File: src/rtl/i2c_start_pkg.sv
package i2c_start_pkg;
  typedef enum logic [1:0] {
    ST_IDLE     = 2'd0,
    ST_WAIT_SDA = 2'd1,
    ST_WAIT_SCL = 2'd2,
    ST_HOLD     = 2'd3
  } start_state_t;
endpackage

File: src/rtl/i2c_line_sampler.sv
module i2c_line_sampler #(
  parameter int STAGES = 2
) (
  input  logic clk,
  input  logic rst,
  input  logic sda_raw,
  input  logic scl_raw,
  output logic sda_s,
  output logic scl_s,
  output logic start_det
);
  logic [STAGES-1:0] sda_chain;
  logic [STAGES-1:0] scl_chain;
  logic              sda_prev;

  generate
    if (STAGES == 1) begin : g_single
      always_ff @(posedge clk) begin
        if (rst) begin
          sda_chain <= 1'b1;
          scl_chain <= 1'b1;
        end else begin
          sda_chain <= sda_raw;
          scl_chain <= scl_raw;
        end
      end
    end else begin : g_multi
      always_ff @(posedge clk) begin
        if (rst) begin
          sda_chain <= '1;
          scl_chain <= '1;
        end else begin
          sda_chain <= {sda_chain[STAGES-2:0], sda_raw};
          scl_chain <= {scl_chain[STAGES-2:0], scl_raw};
        end
      end
    end
  endgenerate

  always_ff @(posedge clk) begin
    if (rst) sda_prev <= 1'b1;
    else     sda_prev <= sda_chain[STAGES-1];
  end

  assign sda_s     = sda_chain[STAGES-1];
  assign scl_s     = scl_chain[STAGES-1];
  assign start_det = sda_prev & ~sda_s & scl_s;
endmodule

File: src/rtl/i2c_baud_timer.sv
module i2c_baud_timer #(
  parameter int W = 7
) (
  input  logic         clk,
  input  logic         rst,
  input  logic         load,
  input  logic [W-1:0] load_val,
  output logic         zero
);
  localparam logic [W-1:0] ONE = W'(1);
  logic [W-1:0] cnt;

  always_ff @(posedge clk) begin
    if (rst)               cnt <= '0;
    else if (load)         cnt <= (load_val == '0) ? ONE : load_val;
    else if (cnt != '0)    cnt <= cnt - ONE;
  end

  assign zero = (cnt == '0);
endmodule

File: src/rtl/i2c_start_fsm.sv
module i2c_start_fsm
  import i2c_start_pkg::*;
(
  input  logic clk,
  input  logic rst,
  input  logic start_req,
  input  logic bus_release,
  input  logic sda_s,
  input  logic scl_s,
  input  logic t_zero,
  output logic t_load,
  output logic sda_pull,
  output logic scl_pull,
  output logic done,
  output logic coll_pulse,
  output logic busy
);
  start_state_t state;
  logic         scl_stolen;

  assign scl_stolen = ~scl_s & sda_s;

  always_comb begin
    t_load = 1'b0;
    case (state)
      ST_IDLE:     t_load = start_req & sda_s & scl_s;
      ST_WAIT_SDA: t_load = ~scl_stolen & (~sda_s | t_zero);
      default:     t_load = 1'b0;
    endcase
  end

  always_ff @(posedge clk) begin
    if (rst) begin
      state      <= ST_IDLE;
      sda_pull   <= 1'b0;
      scl_pull   <= 1'b0;
      done       <= 1'b0;
      coll_pulse <= 1'b0;
    end else begin
      done       <= 1'b0;
      coll_pulse <= 1'b0;
      case (state)
        ST_IDLE: begin
          if (start_req) begin
            if (sda_s && scl_s) state <= ST_WAIT_SDA;
            else                coll_pulse <= 1'b1;
          end
        end
        ST_WAIT_SDA: begin
          if (scl_stolen) begin
            coll_pulse <= 1'b1;
            sda_pull   <= 1'b0;
            scl_pull   <= 1'b0;
            state      <= ST_IDLE;
          end else if (!sda_s || t_zero) begin
            sda_pull <= 1'b1;
            state    <= ST_WAIT_SCL;
          end
        end
        ST_WAIT_SCL: begin
          if (t_zero) begin
            scl_pull <= 1'b1;
            done     <= 1'b1;
            state    <= ST_HOLD;
          end
        end
        ST_HOLD: begin
          if (bus_release) begin
            sda_pull <= 1'b0;
            scl_pull <= 1'b0;
            state    <= ST_IDLE;
          end
        end
        default: state <= ST_IDLE;
      endcase
    end
  end

  assign busy = (state == ST_WAIT_SDA) || (state == ST_WAIT_SCL);
endmodule

File: src/rtl/i2c_start_flags.sv
module i2c_start_flags (
  input  logic clk,
  input  logic rst,
  input  logic sw_clear,
  input  logic coll_pulse,
  input  logic start_det,
  input  logic done,
  output logic coll_flag,
  output logic start_seen,
  output logic irq_flag
);
  logic irq_set;
  assign irq_set = coll_pulse | start_det | done;

  always_ff @(posedge clk) begin
    if (rst) begin
      coll_flag  <= 1'b0;
      start_seen <= 1'b0;
      irq_flag   <= 1'b0;
    end else begin
      coll_flag  <= coll_pulse | (coll_flag  & ~sw_clear);
      start_seen <= start_det  | (start_seen & ~sw_clear);
      irq_flag   <= irq_set    | (irq_flag   & ~sw_clear);
    end
  end
endmodule

File: src/rtl/i2c_start_gen.sv
module i2c_start_gen #(
  parameter int RELOAD_W    = 7,
  parameter int SYNC_STAGES = 2
) (
  input  logic                clk,
  input  logic                rst,
  input  logic                start_req,
  input  logic [RELOAD_W-1:0] reload,
  input  logic                bus_release,
  input  logic                sw_clear,
  input  logic                sda_in,
  input  logic                scl_in,
  output logic                sda_pull,
  output logic                scl_pull,
  output logic                done,
  output logic                busy,
  output logic                coll_flag,
  output logic                start_seen,
  output logic                irq_flag
);
  logic sda_s, scl_s, start_det;
  logic t_load, t_zero, coll_pulse;

  i2c_line_sampler #(.STAGES(SYNC_STAGES)) u_sampler (
    .clk       (clk),
    .rst       (rst),
    .sda_raw   (sda_in),
    .scl_raw   (scl_in),
    .sda_s     (sda_s),
    .scl_s     (scl_s),
    .start_det (start_det)
  );

  i2c_baud_timer #(.W(RELOAD_W)) u_timer (
    .clk      (clk),
    .rst      (rst),
    .load     (t_load),
    .load_val (reload),
    .zero     (t_zero)
  );

  i2c_start_fsm u_fsm (
    .clk         (clk),
    .rst         (rst),
    .start_req   (start_req),
    .bus_release (bus_release),
    .sda_s       (sda_s),
    .scl_s       (scl_s),
    .t_zero      (t_zero),
    .t_load      (t_load),
    .sda_pull    (sda_pull),
    .scl_pull    (scl_pull),
    .done        (done),
    .coll_pulse  (coll_pulse),
    .busy        (busy)
  );

  i2c_start_flags u_flags (
    .clk        (clk),
    .rst        (rst),
    .sw_clear   (sw_clear),
    .coll_pulse (coll_pulse),
    .start_det  (start_det),
    .done       (done),
    .coll_flag  (coll_flag),
    .start_seen (start_seen),
    .irq_flag   (irq_flag)
  );
endmodule

File: config.mk
export PLATFORM = sky130hd
export DESIGN_NAME = i2c_start_gen
export DESIGN_NICKNAME = d
export VERILOG_FILES = /design/src/rtl/i2c_start_pkg.sv /design/src/rtl/i2c_line_sampler.sv /design/src/rtl/i2c_baud_timer.sv /design/src/rtl/i2c_start_fsm.sv /design/src/rtl/i2c_start_flags.sv /design/src/rtl/i2c_start_gen.sv
export SDC_FILE = /design/constraint.sdc
export NUM_CORES = 1
export LEC_CHECK = 0
export ABC_CLOCK_PERIOD_IN_PS = 2400
export BUFFER_PORTS_ARGS = -buffer_cell sky130_fd_sc_hd__buf_4
export CORE_MARGIN = 8
export CORE_UTILIZATION = 53
export CTS_CLUSTER_DIAMETER = 100
export DETAILED_ROUTE_END_ITERATION = 12
export PLACE_DENSITY_LB_ADDON = 0.3
export SLEW_MARGIN = 20
export SYNTH_ARGS = -nofsm -noshare
export SYNTH_HDL_FRONTEND = slang
export SYNTH_SLANG_ARGS = --single-unit
File: constraint.sdc
create_clock -name clk -period 2.4 [get_ports clk]
set_input_delay 0.36 -clock clk [delete_from_list [all_inputs] [get_ports clk]]
set_output_delay 0.36 -clock clk [all_outputs]
set_load 0.02 [all_outputs]
==> results.py <==
metrics = {
    "outcome": {
        "status": "finished clean",
    },
    "floorplanning": {
        "core_area_sq_mm": 0.00194,
        "fp.dieH_um": 61.1,
        "dieWidth_um": 61.1,
        "ios": 21,
        "dieArea_sq_mm": 0.00373,
        "initial_core_util_pct": 55.5,
        "row_count": 16,
    },
    "clock_network": {
        "clk_pin_slew_worst_paths_ns": 0.12,
        "htree_levels": 1,
        "clockBufferDepth": 2,
        "cts_tree": "built",
        "clock-sinks": 21,
        "cts_root_buf": "clkbuf_4",
        "post_cts_resize_count": 0,
        "numCtsBuffers": 3,
        "ctsHoldBuffers": 0,
        "clock_latency_ns": 0.31,
        "post_cts_buffers": 0,
    },
    "worst_setup_path": {
        "crit_fanout": 7,
        "arrival_ns": 2.16,
        "criticalPathCategory": "reg -> reg",
        "r2r_start": "u_timer.cnt[1]$_SDFFE_PP0P_",
        "critPathLaunchType": "flip-flop",
        "end_kind": "flip-flop",
        "r2r-end": "u_timer.cnt[5]$_SDFFE_PP0P_",
        "r2r_slack_ns": 0.45,
        "r2r_cells": 6,
        "cp.required_ns": 2.61,
    },
    "global_route": {
        "grt_pass1_wl_um": 4260,
        "grt_max_degree": 18,
        "grt.total_usage_pct": 15.1,
        "antenna_found_initial": 0,
        "grt_pass1_vias": 1004,
        "grt-ovfl-total": 0,
    },
    "synth": {
        "synthCells": 121,
        "syn_avg_cell_area_sq_um": 8.91,
        "synth_top_area_share_pct": 39.0,
        "post-synth-top-count-cell": "dfxtp_1",
        "yosysWarningCount": 0,
        "netlist_top_cells_count": "21 x dfxtp_1, 9 x a21oi_1, 8 x inv_1",
        "synth.area.top_cells": "dfxtp_1 39%, ha_1 7.0%, a21oi_1 4.2%",
        "syn_nets": 141,
        "synth_top_cell_by_area": "dfxtp_1",
        "yosysSeqAreaShare_pct": 39.0,
        "async_flop_share_pct": 0,
        "synth-seq-cells": 21,
        "synth_cell_type_count": 37,
        "ys.flop_type": "dfxtp_1",
        "syn_area_sq_mm": 0.00108,
        "synth-edff-count": 0,
    },
    "timing": {
        "worstMarginPinSlew_ns": 0.552,
        "max-slew-margin-rel_pct": 62.8,
        "fin_crit_ns": 1.95,
        "fmax_mhz": 514,
        "report.final.slew_viol_count": 0,
        "finalHoldViolCount": 0,
        "finalCritPeriodShare_pct": 81.1,
        "skew_ns": 0.00161,
        "fin_setup_tns_ns": 0,
        "setup_viol": 0,
        "grt_setup_unrepaired": "false",
    },
    "cells_and_area": {
        "final_layout_size_suffix_gt1_share_pct": 23.6,
        "diodes": 0,
        "area_delta_synth_final_pct": 17.6,
        "nets": 161,
    },
    "min_path": {
        "worst_hold_path.endpoint": "u_sampler.scl_chain[0]$_SDFF_PP1_",
        "holdPathStages": 2,
        "hp-start": "scl_in",
        "hold_class": "in -> reg",
    },
    "power": {
        "peakVddDrop_v": 0.000776,
        "p_leak_nw": 0.555,
        "power.density_mw_per_mm2": 1110,
        "total_power_mw": 1.41,
    },
    "place": {
        "place.gp.congestion": 0.900,
        "port_buffers": 20,
        "dp_hpwl_um": 1970,
    },
    "drt": {
        "avgViaCountPerCell": 5.66,
        "drtIter0Drc": 22,
        "antenna_left": 0,
        "routed_wl_um": 2490,
        "drc": 0,
        "dr.pass1.iters": 4,
        "vias": 946,
        "wire_per_inst_um": 14.9,
    },
    "run": {
        "drv_cap": 0,
    },
}
[sequential cells by signal (all words and copies together) (netlist names), named ones only]
name / flops
u_flags.irq_flag: 1
u_fsm.done: 1
u_fsm.scl_pull: 1
u_sampler.sda_prev: 1
u_fsm.coll_pulse: 1
u_flags.start_seen: 1
u_flags.coll_flag: 1
u_fsm.sda_pull: 1
u_fsm.state: 1
u_sampler.scl_chain: 2
u_timer.cnt: 7
u_sampler.sda_chain: 2
[worst max-delay path by stage]
stage	from	end
5_1_grt	u_fsm.state[0]$_SDFFE_PP0P_	u_timer.cnt[5]$_SDFFE_PP0P_
3_5_place_dp	u_timer.cnt[0]$_SDFFE_PP0P_	u_timer.cnt[6]$_SDFFE_PP0P_
2_1_floorplan	u_timer.cnt[0]$_SDFFE_PP0P_	u_timer.cnt[5]$_SDFFE_PP0P_
4_1_cts	u_timer.cnt[0]$_SDFFE_PP0P_	u_timer.cnt[6]$_SDFFE_PP0P_
3_3_place_gp	u_timer.cnt[0]$_SDFFE_PP0P_	u_timer.cnt[6]$_SDFFE_PP0P_
6_report	u_timer.cnt[1]$_SDFFE_PP0P_	u_timer.cnt[5]$_SDFFE_PP0P_
[critical path: stages (launching register included)]
cell and delay (ns):
dfxtp_1 0.34, inv_1 0.10, ha_1 0.18, or3b_1 0.48
or3_4 0.44, a21o_1 0.19, o211a_1 0.12
[per-layer routing]
metal  share of wire [%]  up-vias  GRT usage (%)
met5                   0        -              0
met4                 1.7        0           6.64
met3                 4.9        6           4.18
met2                  49       24           26.7
met1                  44      435           16.2
li1                    -      481              -
[report_power, final]
part           total (mW)  switching, mW  internal [mW]  leakage, nW
clock network       0.175          0.113         0.0623       0.0177
registers           0.501         0.0753          0.426        0.173
logic               0.731          0.402          0.329        0.365
total                1.41          0.590          0.817        0.555
[logic make-up after synthesis]
group	share of synthesized area [%]
AO/OA/AOI/OAI	22.0
multiplexers	3.02
adder cells (fa/ha/maj)	6.96
flip-flops	39.0
buffers and inverters	5.10
XOR/XNOR	3.25
AND/OR/NAND/NOR	20.6
[stage by stage]
step                utilization (%)  hold slack [ns]  cells  worst slack (ns)  instance area (sq um)
detailed placement             63.9            0.400    163             0.488                   1240
finish                         65.3            0.224    167             0.453                   1270
global placement               63.9            0.390    163             0.514                   1240
floorplan                         -            0.389    121             0.598                   1080
CTS                            65.3            0.224    167             0.467                   1270
global route                   65.3            0.213    167             0.268                   1270
[cell usage in the layout (no fill, tap or decap), types with 3 or more instances in the layout]
cell	netlist	layout
a211oi_1	5	5
a21oi_1	9	9
a31o_1	3	3
buf_4	0	20
clkbuf_4	0	3
dfxtp_1	21	21
ha_1	6	6
inv_1	8	8
nand2_1	4	4
nand3_1	3	3
nor2_1	6	6
nor3_1	3	3
nor3b_1	3	3
nor4_1	5	5
o211a_1	3	3
o21ai_0	5	5
or2_2	4	4
xnor2_1	4	4
[cell type report]
class                           instances  area [sq um]
Multi-Input combinational cell         86           603
Clock inverter                          1          5.00
Sequential cell                        21           420
Timing Repair Buffer                   20           150
Clock buffer                            3          22.5
Fill cell                             174           673
Tap cell                               27          33.8
Inverter                                9          33.8
No activity file was read; power rests on OpenSTA's default activity.
